`config.mk`:
```
export PLATFORM = sky130hd
export DESIGN_NAME = part_counter
export DESIGN_NICKNAME = d
export VERILOG_FILES = /design/src/rtl/pcnt_pkg.sv /design/src/rtl/pcnt_mode_ctl.sv /design/src/rtl/pcnt_link.sv /design/src/rtl/pcnt_section.sv /design/src/rtl/part_counter.sv
export SDC_FILE = /design/constraint.sdc
export NUM_CORES = 1
export LEC_CHECK = 0
export BUFFER_PORTS_ARGS = -buffer_cell sky130_fd_sc_hd__buf_2
export CAP_MARGIN = 20
export CORE_AREA = 3 3 50 52
export CTS_CLUSTER_SIZE = 14
export DETAILED_ROUTE_END_ITERATION = 16
export DIE_AREA = 0 0 53 55
export PLACE_DENSITY = 0.65
export SLEW_MARGIN = 10
export SYNTH_ARGS = -nofsm -noshare
export SYNTH_HDL_FRONTEND = slang
export SYNTH_HIERARCHICAL = 1
export SYNTH_SLANG_ARGS = --single-unit
```
`constraint.sdc`:
```
create_clock -name clk -period 3.48 [get_ports clk]
set_input_delay 0.696 -clock clk [delete_from_list [all_inputs] [get_ports clk]]
set_output_delay 0.696 -clock clk [all_outputs]
set_load 0.05 [all_outputs]
```
`src/rtl/pcnt_pkg.sv`:
```
package pcnt_pkg;

    typedef enum logic {
        STEP_FUNC   = 1'b0,
        STEP_TESTER = 1'b1
    } step_src_e;

    typedef enum logic {
        LINK_CHAIN  = 1'b0,
        LINK_TESTER = 1'b1
    } link_src_e;

    typedef struct packed {
        logic test_mode;
        logic carry_blk;
        logic clk_blk;
        logic tst_data;
        logic tst_tick;
        logic cnt_en;
        logic clr;
    } pcnt_ctl_t;

    typedef struct packed {
        logic      step;
        logic      clr;
        logic      tdata;
        link_src_e link;
    } pcnt_drive_t;

    function automatic step_src_e pick_step(input pcnt_ctl_t c);
        return (c.test_mode && c.clk_blk) ? STEP_TESTER : STEP_FUNC;
    endfunction

    function automatic link_src_e pick_link(input pcnt_ctl_t c);
        return (c.test_mode && c.carry_blk) ? LINK_TESTER : LINK_CHAIN;
    endfunction

endpackage

```
`src/rtl/pcnt_mode_ctl.sv`:
```
module pcnt_mode_ctl
    import pcnt_pkg::*;
(
    input  pcnt_ctl_t   ctl,
    output pcnt_drive_t drv
);
    step_src_e ssrc;

    always_comb begin
        ssrc      = pick_step(ctl);
        drv.clr   = ctl.clr;
        drv.tdata = ctl.tst_data;
        drv.link  = pick_link(ctl);
        case (ssrc)
            STEP_TESTER: drv.step = ctl.tst_tick;
            default:     drv.step = ctl.cnt_en;
        endcase
    end
endmodule

```
`src/rtl/pcnt_link.sv`:
```
module pcnt_link
    import pcnt_pkg::*;
(
    input  link_src_e link,
    input  logic      step,
    input  logic      carry_in,
    input  logic      tdata,
    output logic      inc
);
    always_comb begin
        case (link)
            LINK_TESTER: inc = step & tdata;
            default:     inc = carry_in;
        endcase
    end
endmodule

```
`src/rtl/pcnt_section.sv`:
```
module pcnt_section #(
    parameter int W = 8
) (
    input  logic         clk,
    input  logic         rst,
    input  logic         clr,
    input  logic         inc,
    output logic [W-1:0] val,
    output logic         cy
);
    localparam logic [W-1:0] TOP = '1;

    always_ff @(posedge clk) begin
        if (rst || clr)
            val <= '0;
        else if (inc)
            val <= val + 1'b1;
    end

    assign cy = inc && (val == TOP);

    // clear forces the section to zero
    a_r5_sec_clear: assert property (@(posedge clk) disable iff (rst)
        clr |=> (val == '0));

    // no increment request, no change
    a_r2_sec_hold: assert property (@(posedge clk) disable iff (rst)
        (!clr && !inc) |=> $stable(val));

    // an increment request advances by exactly one
    a_r2_sec_step: assert property (@(posedge clk) disable iff (rst)
        (!clr && inc) |=> (val == W'($past(val) + 1'b1)));
endmodule

```
`src/rtl/part_counter.sv`:
```
module part_counter
    import pcnt_pkg::*;
#(
    parameter  int SEC_W = 8,
    parameter  int SEC_N = 2,
    localparam int CNT_W = SEC_W * SEC_N
) (
    input  logic             clk,
    input  logic             rst,
    input  logic             clr,
    input  logic             cnt_en,
    input  logic             test_mode,
    input  logic             carry_blk,
    input  logic             tst_data,
    input  logic             clk_blk,
    input  logic             tst_tick,
    output logic [CNT_W-1:0] count,
    output logic [SEC_W-1:0] lo_obs
);
    localparam logic [SEC_W-1:0] SEC_TOP = '1;

    pcnt_ctl_t   ctl;
    pcnt_drive_t drv;

    logic [SEC_W-1:0] sec_val [SEC_N];
    logic [SEC_N-1:0] sec_inc;
    logic [SEC_N-1:0] sec_cy;

    always_comb begin
        ctl.test_mode = test_mode;
        ctl.carry_blk = carry_blk;
        ctl.clk_blk   = clk_blk;
        ctl.tst_data  = tst_data;
        ctl.tst_tick  = tst_tick;
        ctl.cnt_en    = cnt_en;
        ctl.clr       = clr;
    end

    pcnt_mode_ctl u_mode (
        .ctl (ctl),
        .drv (drv)
    );

    genvar gi;
    generate
        for (gi = 0; gi < SEC_N; gi++) begin : g_sec
            if (gi == 0) begin : g_first
                assign sec_inc[gi] = drv.step;
            end else begin : g_linked
                pcnt_link u_link (
                    .link     (drv.link),
                    .step     (drv.step),
                    .carry_in (sec_cy[gi-1]),
                    .tdata    (drv.tdata),
                    .inc      (sec_inc[gi])
                );
            end

            pcnt_section #(.W(SEC_W)) u_sec (
                .clk (clk),
                .rst (rst),
                .clr (drv.clr),
                .inc (sec_inc[gi]),
                .val (sec_val[gi]),
                .cy  (sec_cy[gi])
            );

            assign count[gi*SEC_W +: SEC_W] = sec_val[gi];
        end
    endgenerate

    assign lo_obs = sec_val[0];

    // reset clears the whole count
    a_r1_reset_zero: assert property (@(posedge clk)
        rst |=> (count == '0));

    // functional-mode low wrap advances the high section by one
    a_r3_wrap_carry: assert property (@(posedge clk) disable iff (rst)
        (!test_mode && !clr && cnt_en && lo_obs == SEC_TOP)
        |=> (lo_obs == '0) && (sec_val[1] == SEC_W'($past(sec_val[1]) + 1'b1)));

    // functional-mode high section frozen without a low wrap
    a_r3_no_stray_hi: assert property (@(posedge clk) disable iff (rst)
        (!test_mode && !clr && !(cnt_en && lo_obs == SEC_TOP))
        |=> $stable(sec_val[1]));

    // cut chain with tester data low freezes the high section
    a_r6_cut_hold: assert property (@(posedge clk) disable iff (rst)
        (test_mode && carry_blk && !tst_data && !clr) |=> $stable(sec_val[1]));

    // inhibited clock without a tester strobe freezes everything
    a_r8_tick_only: assert property (@(posedge clk) disable iff (rst)
        (test_mode && clk_blk && !tst_tick && !clr) |=> $stable(count));
endmodule

```
==> After elaboration in Yosys (flattened, before gate mapping) <==
Index checks and enable logic that the tools add are counted.
{ "totals": {"reg_bits": 16, "in_bits": 9, "output_inout_bits": 24} }
{ "op_classes": {"n_addsub": 2, "eq_ne": 1, "n_mux": 4, "n_bitwise": 1, "reduce_logical": 4} }
{ "op_table": {"columns": ["operator", "count"], "rows": [
  ["adder 8 x 1 -> 8 bit (second input constant)", 2],
  ["== test 8 bit (second input constant)", 1],
  ["two-way mux 1 bit", 4],
  ["logical AND 1 bit", 3],
  ["AND 1 bit", 1],
  ["logical OR 1 bit", 1]
]} }

==> Logic depth before layout (Yosys ltp) <==
Gate-level depths: netlist of run 1.
{ "depth": {"ltp_word": 5, "depth_mapped": 11} }

==> Cells and area by module <==
The synthesis of run 1 kept the hierarchy.
{ "by_module_without_submodules": {"columns": ["module", "instances", "cells_each", "area_per_inst_um2", "seq_area_each_um2"], "rows": [
  ["pcnt_section", 2, 40, 354.1, 160.2],
  ["part_counter", 1, 8, 60.1, 0.0],
  ["pcnt_mode_ctl", 1, 5, 41.3, 0.0],
  ["pcnt_link", 1, 3, 13.8, 0.0]
]} }

==> Worst setup path before layout of run 1 <==
OpenSTA, ideal clock, no wires.
{ "synth_timing": {"kind": "input to register", "start": "input port clk_blk", "end": "register g_sec[1].u_sec.val[5]", "t_arrival_ns": 2.188, "required_ns": 3.410, "setup_slack_ns": 1.222, "stages": 11, "cell_sequence": "nand2_1 mux2_4 buf_4 nand3_1 nor3_1 inv_1 o21ai_1 buf_4 nand4_2 or3_1 a21oi_1"} }
{ "synth_lines": {"columns": ["item", "line_no", "text"], "rows": [
  ["start: declaration", "part_counter.sv:15", "input logic clk_blk,"],
  ["end signal: assignment", "pcnt_section.sv:17", "val <= val + 1'b1;"],
  ["end: declaration", "pcnt_section.sv:8", "output logic [W-1:0] val,"]
]} }

==> results of run 1 <==
[layout make-up]
class | count | area, um^2
Tap cell | 28 | 35.0
Multi-Input combinational cell | 62 | 389
Timing Repair Buffer | 32 | 160
Inverter | 2 | 7.51
Sequential cell | 16 | 320
Clock buffer | 3 | 22.5
Fill cell | 236 | 1210
[tightest hold or removal path, cell delays in order (launching register included)]
cell and delay (ns):
dfxtp_1 0.33, o21ai_0 0.08, a21oi_1 0.06
[through the flow]
stage / total power, mW / instances
final: 0.306 / 143
after global routing: 0.324 / 143
after CTS: 0.312 / 143
after detailed placement: 0.218 / 140
after global placement: 0.217 / 140
after floorplan: 0.214 / 94
[where the power goes]
part           internal [mW]  switching [mW]
registers              0.184         0.00169
logic                 0.0102          0.0170
clock network         0.0401          0.0528
total                  0.234          0.0715
[worst paths after layout]
check                                                         from                            endpoint  slack [ns]  cells past startpoint
worst max-delay path                                     test_mode  g_sec[1].u_sec/val[5]$_SDFFE_PP0P_        1.15                     10
worst min-delay path            g_sec[1].u_sec/val[7]$_SDFFE_PP0P_  g_sec[1].u_sec/val[7]$_SDFFE_PP0P_        0.51                      2
worst max register to register  g_sec[0].u_sec/val[0]$_SDFFE_PP0P_  g_sec[1].u_sec/val[5]$_SDFFE_PP0P_        1.30                      8
worst min register to register  g_sec[1].u_sec/val[7]$_SDFFE_PP0P_  g_sec[1].u_sec/val[7]$_SDFFE_PP0P_        0.51                      2
[metal layers]
metal	wire [um]	share of wire, %	track usage [%]	vias to the layer above
met5	0	0	0	-
met4	19	1.2	8.09	0
met3	79	5.0	1.61	2
met2	770	49	19.4	17
met1	717	45	15.3	308
li1	-	-	-	353
==> results.md, run 1 <==
- Biggest register: g_sec.u_sec/val
- Yosys warning count: 6
- Final hold vios: 0
- Vias per Instance: around 4.8
- Clock root buffer: clkbuf_4
- Period minus WS final: around 2.3 ns
- Core ar.: 2150 um^2
- Worst slack at placement: between 0.8 and 0.9 ns
- Die Wd: between 50 and 60 um
- Crit share post-route: about two thirds
- Clock sinks: 16
- Max Cap Viol: 0
- Commonest non-fill, non-tap cell in the layout: buf_2
- IO Pins: 33
- Post-route setup TNS: 0 ns
- PnR worst setup slack: roughly 1.1 ns
- Grt total ovfl: 0
- Post-synth design cell area: between 800 and 900 um^2
- Outcome: finished clean
- IO Port Bufs: 32
- Largest net degree at the start of global routing: 9
- Largest stage delay, worst path: about 0.42 ns
- DPL Wire Length: 1240 um
- Worst path buffer plus inverter count: 2
- Post-layout util: 43.5%
- Via count: between 600 and 700
- # DRC: 0
- Post_cts resized: 0
- Antenna Nets Post-Route: 0
- Layout area overhead: 14.7%
- CP cell instances: buf_2 -> nand2_1 -> mux2_4 -> nand3_1 -> nor3_1 -> inv_1 -> o21ai_1 -> nand4_2 -> or3_1 -> a21oi_1
- Starting Density: between 30 and 40%
- Pre-Repair DR Iteration Count: 4
- Drt total wl: 1590 um
- Vias in the first global route: 609
- Fmax: approximately 430 MHz
- Worst skew pair latency: around 0.27 ns
- Maximum VDD drop: between 0.00015 and 0.0002 V
- Fin Hold WS: approximately 0.5 ns
- Final Max Tran Viols: 0
- Initial antenna violation count: 0
- Post-Syn Area per Cell: just under 9 um^2
- DIE HEIGHT: between 50 and 60 um
- Fin area: slightly above 900 um^2
- Total track usage: between 10% and 20%
- Core Rows: 17
- Worst setup SP type: input pin
- Hold buffer count at CTS: 0
- Max reg flops: 16
- Top flop regs: g_sec.u_sec/val x16
- Slew headroom: roughly 67%
- Gate Count Post-Synth: 94
- Skew final: slightly above 0.0004 ns
- DIE AREA: around 2900 um^2
- Placed inst area: ~910 um^2
- Setup repair bufs after CTS: 0
- Commonest cells after routing, fill and taps aside: buf_2, dfxtp_1, nor2_1
- Power per cell area: 327 nW/um^2
- Actual slew at the worst max-slew pin: about 0.50 ns
- Crit path DAT: about 2.6 ns
- Static Leak: approximately 0.43 nW
- TritonCTS Buffers: 3
- Setup CP Type: in2reg
- N_diodes: 0
- Synth Net Count: 105
- Unrepaired setup endpoints after global routing: false
- CP max FO: 7
- Worst hold path class: reg2reg
- Nets: between 100 and 150
- Layout cells sized above 1: between 30 and 40%
- First-pass GRT wire length: ~2600 um
- Crit-path slowest cell: o21ai_1
- Crit-path leading delay family: simple AND/OR/NAND/NOR gates
- Crit path required time: between 3 and 4 ns
- Final Setup Violations: 0
- TritonCTS clock tree: built
- CP endpoint kind: flip-flop
- Worst-path clk slew: approximately 0.080 ns
- CTS Buffer Depth: 2
- CTS H-Tree Depth: 1
- Routability cong.: 0.781
- Drt wl/cell: 11.1 um
- Starting DRT DRC Count: 7
Power figures use the tool's default switching activity.
==> run 2: changes to the inputs <==
==> constraint.sdc (replaced) <==
create_clock -name clk -period 2.4 [get_ports clk]
set_input_delay 0.48 -clock clk [delete_from_list [all_inputs] [get_ports clk]]
set_output_delay 0.48 -clock clk [all_outputs]
set_load 0.05 [all_outputs]
==> results.md, run 2 (synthesis results as in run 1) <==
- Crit path DAT: 2.21 ns (-0.34 ns)
- Hold Startpoint: g_sec[1].u_sec/val[7]$_SDFFE_PP0P_
- Clock root buffer: clkbuf_4
- Layout cells sized above 1: 36.8% (+1.1 points)
- Drt total wl: 1650 um (+4.3%)
- CP cell instances: ha_1 -> nand3_1 -> nor3_1 -> inv_1 -> o21ai_1 -> nand4_2 -> or3_1 -> a21oi_1
- Unrepaired setup endpoints after global routing: false
- DIE AREA: 2920 um^2 (unchanged)
- Setup CP Type: reg2reg
- DIE HEIGHT: 55 um (unchanged)
- CTS H-Tree Depth: 1 (unchanged)
- Worst path buffer plus inverter count: 1 (-1)
- Wl on met1: 738 um (+2.9%)
- Starting DRT DRC Count: 7 (unchanged)
- Vias in the first global route: 639 (+4.9%)
- Initial antenna violation count: 0 (unchanged)
- Nets: 129 (+0.78%)
- Skew final: 0.00321 ns (+0.00279 ns)
- Worst hold path class: reg2reg
- Worst-path clk slew: 0.10 ns (+0.02 ns)
- Core Rows: 17 (unchanged)
- Hold buffer count at CTS: 0 (unchanged)
- Setup repair bufs after CTS: 0 (unchanged)
- CP max FO: 5 (-2)
- Via count: 704 (+3.5%)
- Core ar.: 2150 um^2 (unchanged)
- Worst Setup SP: g_sec[0].u_sec/val[0]$_SDFFE_PP0P_
- Commonest non-fill, non-tap cell in the layout: buf_2
- Outcome: finished clean
- Pre-Repair DR Iteration Count: 4 (unchanged)
- TritonCTS clock tree: built
- Drt wl/cell: 11.4 um (+2.8%)
- Starting Density: 37.9% (unchanged)
- DPL Wire Length: 1230 um (-0.21%)
- Routability cong.: 0.814 (+4.2%)
- Clock sinks: 16 (unchanged)
- Final Setup Violations: 0 (unchanged)
- Vias per Instance: 4.86 (+2.1%)
- Antenna Nets Post-Route: 0 (unchanged)
- Crit-path leading delay family: simple AND/OR/NAND/NOR gates
- Max Cap Viol: 0 (unchanged)
- Met2 WL: 784 um (+1.8%)
- Top layer in use: met4
- Largest stage delay, worst path: 0.44 ns (+0.02 ns)
- Post_cts resized: 0 (unchanged)
- Layout area overhead: 17.4%
- Worst skew pair latency: 0.28 ns (about the same)
- Largest net degree at the start of global routing: 10 (+1)
- Commonest cells after routing, fill and taps aside: buf_2, dfxtp_1, nor2_1
- Period minus WS final: 1.99 ns
- Static Leak: 0.443 nW (+2.9%)
- Fmax: 502 MHz
- # DRC: 0 (unchanged)
- R2r startpoint: g_sec[0].u_sec/val[0]$_SDFFE_PP0P_
- N_diodes: 0 (unchanged)
- Crit path required time: 2.62 ns (-1.07 ns)
- Maximum VDD drop: 0.000240 V (+54%)
- CTS Buffer Depth: 2 (unchanged)
- Max reg flops: 16 (unchanged)
- WL met3: 112 um (+42%)
- CP endpoint kind: flip-flop
- Crit share post-route: ~83%
- Biggest register: g_sec.u_sec/val
- Slew headroom: 80.7% (+14 points)
- Top flop regs: g_sec.u_sec/val x16
- IO Pins: 33 (unchanged)
- Power per cell area: 510 nW/um^2 (+56%)
- TritonCTS Buffers: 3 (unchanged)
- Overall power: 0.487 mW (+59%)
- Post-route setup TNS: 0 ns (unchanged)
- Final hold vios: 0 (unchanged)
- IO Port Bufs: 32 (unchanged)
- Worst setup SP type: flip-flop
- Crit-path slowest cell: dfxtp_1
- Final Max Tran Viols: 0 (unchanged)
- Total track usage: 13.3% (+1.1 points)
- Grt total ovfl: 0 (unchanged)
- Die Wd: 53 um (unchanged)
- First-pass GRT wire length: 2800 um (+9.2%)
- Actual slew at the worst max-slew pin: 0.288 ns (-0.209 ns)
run 2: worst min-delay path, cell delays in order, from the launching register on:
cell and delay (ns):
dfxtp_1 0.33, o21ai_0 0.07, a21oi_1 0.06
run 2: layout make-up:
| cell class | instances | area, um^2 |
|---|---|---|
| Clock buffer | 4 | 36.3 |
| Fill cell | 225 | 1190 |
| Inverter | 2 | 7.51 |
| Multi-Input combinational cell | 62 | 389 |
| Sequential cell | 16 | 320 |
| Tap cell | 28 | 35.0 |
| Timing Repair Buffer | 33 | 168 |
run 2: final timing paths:
check | end | slack [ns] | cells after the start
worst min-delay path | g_sec[1].u_sec/val[7]$_SDFFE_PP0P_ | 0.50 | 2
worst min register to register | g_sec[1].u_sec/val[7]$_SDFFE_PP0P_ | 0.50 | 2
worst max register to register | g_sec[1].u_sec/val[7]$_SDFFE_PP0P_ | 0.41 | 8
worst max-delay path | g_sec[1].u_sec/val[7]$_SDFFE_PP0P_ | 0.41 | 8
run 2: stage by stage:
| step | setup slack, ns | hold slack, ns | area, um^2 | instances | util, % |
|---|---|---|---|---|---|
| 6_report | 0.406 | 0.499 | 956 | 145 | 44.5 |
| 5_1_grt | 0.223 | 0.534 | 956 | 145 | 44.5 |
| 4_1_cts | 0.439 | 0.499 | 956 | 145 | 44.5 |
| 3_5_place_dp | 0.226 | 0.482 | 920 | 141 | 42.8 |
| 3_3_place_gp | 0.330 | 0.479 | 920 | 141 | 42.8 |
| 2_1_floorplan | 0.228 | 0.713 | 815 | 94 | - |
run 2: routing by layer:
layer  global-route usage, %  vias to the layer above
met4                    7.66                        0
met2                    21.5                       27
met1                    17.1                      316
met3                    1.61                        2
met5                       0                        -
li1                        -                      359
run 2: power breakdown:
group	switching, mW	total (mW)	internal (mW)
clock	0.0852	0.177	0.0923
combinational	0.0247	0.0402	0.0154
sequential	0.00254	0.269	0.267
total	0.112	0.487	0.375
==> run 3: changes to the inputs <==
==> constraint.sdc (replaced) <==
create_clock -name clk -period 1.9 [get_ports clk]
set_input_delay 0.38 -clock clk [delete_from_list [all_inputs] [get_ports clk]]
set_output_delay 0.38 -clock clk [all_outputs]
set_load 0.05 [all_outputs]
==> results.md, run 3 (synthesis results as in run 1) <==
- CP max FO: 5 (unchanged)
- Largest net degree at the start of global routing: 10 (unchanged)
- Commonest non-fill, non-tap cell in the layout: buf_2
- N_diodes: 0 (unchanged)
- Worst slack at placement: -0.105 ns (-0.331 ns)
- # DRC: 0 (unchanged)
- GRT met2 Usage: 19.4% (-2.1 points)
- Setup CP Type: reg2reg
- IO Port Bufs: 32 (unchanged)
- Top flop regs: g_sec.u_sec/val x16
- Layout cells sized above 1: 48.3% (+12 points)
- Drt wl/cell: 10.8 um (-5.5%)
- R2r endpoint: g_sec[1].u_sec/val[5]$_SDFFE_PP0P_
- Setup repair bufs after CTS: 0 (unchanged)
- Crit path to: g_sec[1].u_sec/val[5]$_SDFFE_PP0P_
- Slew headroom: 83.3% (+2.6 points)
- Via count: 719 (+2.1%)
- Period minus WS final: 1.75 ns (-0.246 ns)
- Logic pwr share: 9.8% (+1.5 points)
- PnR worst setup slack: 0.152 ns (-0.254 ns)
- Clock sinks: 16 (unchanged)
- Crit-path slowest cell: dfxtp_4
- Crit path required time: 2.11 ns (-0.51 ns)
- Die Wd: 53 um (unchanged)
- Pre-Repair DR Iteration Count: 4 (unchanged)
- CTS H-Tree Depth: 1 (unchanged)
- Initial antenna violation count: 0 (unchanged)
- Vias per Instance: 4.86 (about the same)
- Actual slew at the worst max-slew pin: 0.250 ns (-0.0376 ns)
- DPL Wire Length: 1210 um (-1.8%)
- Skew final: 0.00635 ns (+0.00314 ns)
- TritonCTS clock tree: built
- Core Rows: 17 (unchanged)
- Clock power frac: 31.7% (-4.7 points)
- Static Leak: 0.465 nW (+4.9%)
- CP endpoint kind: flip-flop
- Clock root buffer: clkbuf_4
- Hold buffer count at CTS: 0 (unchanged)
- CTS Buffer Depth: 2 (unchanged)
- Layout area overhead: 27.2%
- GR Util met1: 13.5% (-3.6 points)
- DIE AREA: 2920 um^2 (unchanged)
- DIE HEIGHT: 55 um (unchanged)
- CP cell instances: ha_4 -> nand3_2 -> nor3_2 -> inv_1 -> o21ai_4 -> nand4_4 -> or3_1 -> a21oi_1
- Worst Setup SP: g_sec[0].u_sec/val[0]$_SDFFE_PP0P_
- Worst hold path class: in2reg
- Met3 Use GR: 3.22% (+1.6 points)
- Starting DRT DRC Count: 10 (+3)
- Outcome: finished clean
- Busiest layer in global routing: met2
- Max Cap Viol: 0 (unchanged)
- Vias in the first global route: 597 (-6.6%)
- Antenna Nets Post-Route: 0 (unchanged)
- Seq pwr share: 58.5% (+3.2 points)
- TritonCTS Buffers: 3 (unchanged)
- Register-to-register setup slack: 0.15 ns (-0.25 ns)
- Grt total ovfl: 0 (unchanged)
- Final Max Tran Viols: 0 (unchanged)
- Commonest cells after routing, fill and taps aside: buf_2, nor2_1, dfxtp_1
- Crit share post-route: 92.0% (+8.9 points)
- First-pass GRT wire length: 2480 um (-12%)
- Total track usage: 11.8% (-1.5 points)
- Max reg flops: 16 (unchanged)
- Cell depth of the worst flop-to-flop path: 8 (unchanged)
- Worst setup SP type: flip-flop
- Internal Power: 0.440 mW (+17%)
- Drt total wl: 1600 um (-3.5%)
- Final hold vios: 0 (unchanged)
- Power per cell area: 560 nW/um^2 (+9.9%)
- R2r startpoint: g_sec[0].u_sec/val[0]$_SDFFE_PP0P_
- Fmax: 572 MHz (+14%)
- Sw frac: 24.2% (+1.1 points)
- Worst-path clk slew: 0.09 ns (about the same)
- IO Pins: 33 (unchanged)
- Post_cts resized: 0 (unchanged)
- Crit path DAT: 1.96 ns (-0.25 ns)
- Core ar.: 2150 um^2 (unchanged)
- Biggest register: g_sec.u_sec/val
- Starting Density: 37.9% (unchanged)
- Unrepaired setup endpoints after global routing: false
- Routability cong.: 0.729 (-10%)
- Psw: 0.140 mW (+25%)
- Largest stage delay, worst path: 0.40 ns (-0.04 ns)
- Overall power: 0.580 mW (+19%)
- Final Setup Violations: 0 (unchanged)
- Nets: 132 (+2.3%)
- Worst skew pair latency: 0.28 ns (about the same)
- Maximum VDD drop: 0.000364 V (+51%)
run 3: layer usage:
metal / share of wire, % / vias up
met5: 0 / -
met4: 1.7 / 0
met3: 7.3 / 4
met2: 46 / 26
met1: 45 / 327
li1: - / 362
run 3: cell type report:
class | instances | area [um^2]
Sequential cell | 16 | 334
Timing Repair Buffer | 36 | 190
Multi-Input combinational cell | 62 | 443
Fill cell | 227 | 1110
Inverter | 2 | 7.51
Clock buffer | 4 | 26.3
Tap cell | 28 | 35.0
run 3: worst min-delay path by stage:
stage,from,end,slack (ns),depth (start not counted)
floorplan,g_sec[0].u_sec/val[6]$_SDFFE_PP0P_,g_sec[0].u_sec/val[6]$_SDFFE_PP0P_,0.60,2
CTS,rst,g_sec[0].u_sec/val[6]$_SDFFE_PP0P_,0.43,3
global route,rst,g_sec[1].u_sec/val[6]$_SDFFE_PP0P_,0.44,3
global placement,g_sec[1].u_sec/val[7]$_SDFFE_PP0P_,g_sec[1].u_sec/val[7]$_SDFFE_PP0P_,0.47,2
finish,rst,g_sec[0].u_sec/val[6]$_SDFFE_PP0P_,0.44,3
detailed placement,g_sec[1].u_sec/val[7]$_SDFFE_PP0P_,g_sec[1].u_sec/val[7]$_SDFFE_PP0P_,0.48,2
run 3: stage by stage:
stage	instance area, um^2	TNS, ns	util, %	hold slack (ns)	std cells
floorplan	858	0	-	0.604	94
global placement	982	-0.0701	45.7	0.469	144
detailed placement	982	-0.246	45.7	0.483	144
CTS	1010	0	46.9	0.429	148
global route	1040	0	48.2	0.441	148
finish	1040	0	48.2	0.442	148
run 3: power groups by stage:
| stage | Clock [mW] | Combinational (mW) | Sequential (mW) |
|---|---|---|---|
| 2_1_floorplan | 0 | 0.0391 | 0.354 |
| 3_3_place_gp | 0 | 0.0546 | 0.346 |
| 3_5_place_dp | 0 | 0.0552 | 0.347 |
| 4_1_cts | 0.198 | 0.0554 | 0.339 |
| 5_1_grt | 0.213 | 0.0611 | 0.340 |
| 6_report | 0.184 | 0.0567 | 0.339 |
run 3: critical path: cells and delay by family (launching register included):
| family | cells | cell delay, ns |
|---|---|---|
| buffers and inverters | 1 | 0.09 |
| AOI/OAI and AO/OA | 2 | 0.32 |
| DFF | 1 | 0.40 |
| adders and majority gates | 1 | 0.15 |
| and+or+nand+nor | 4 | 0.73 |
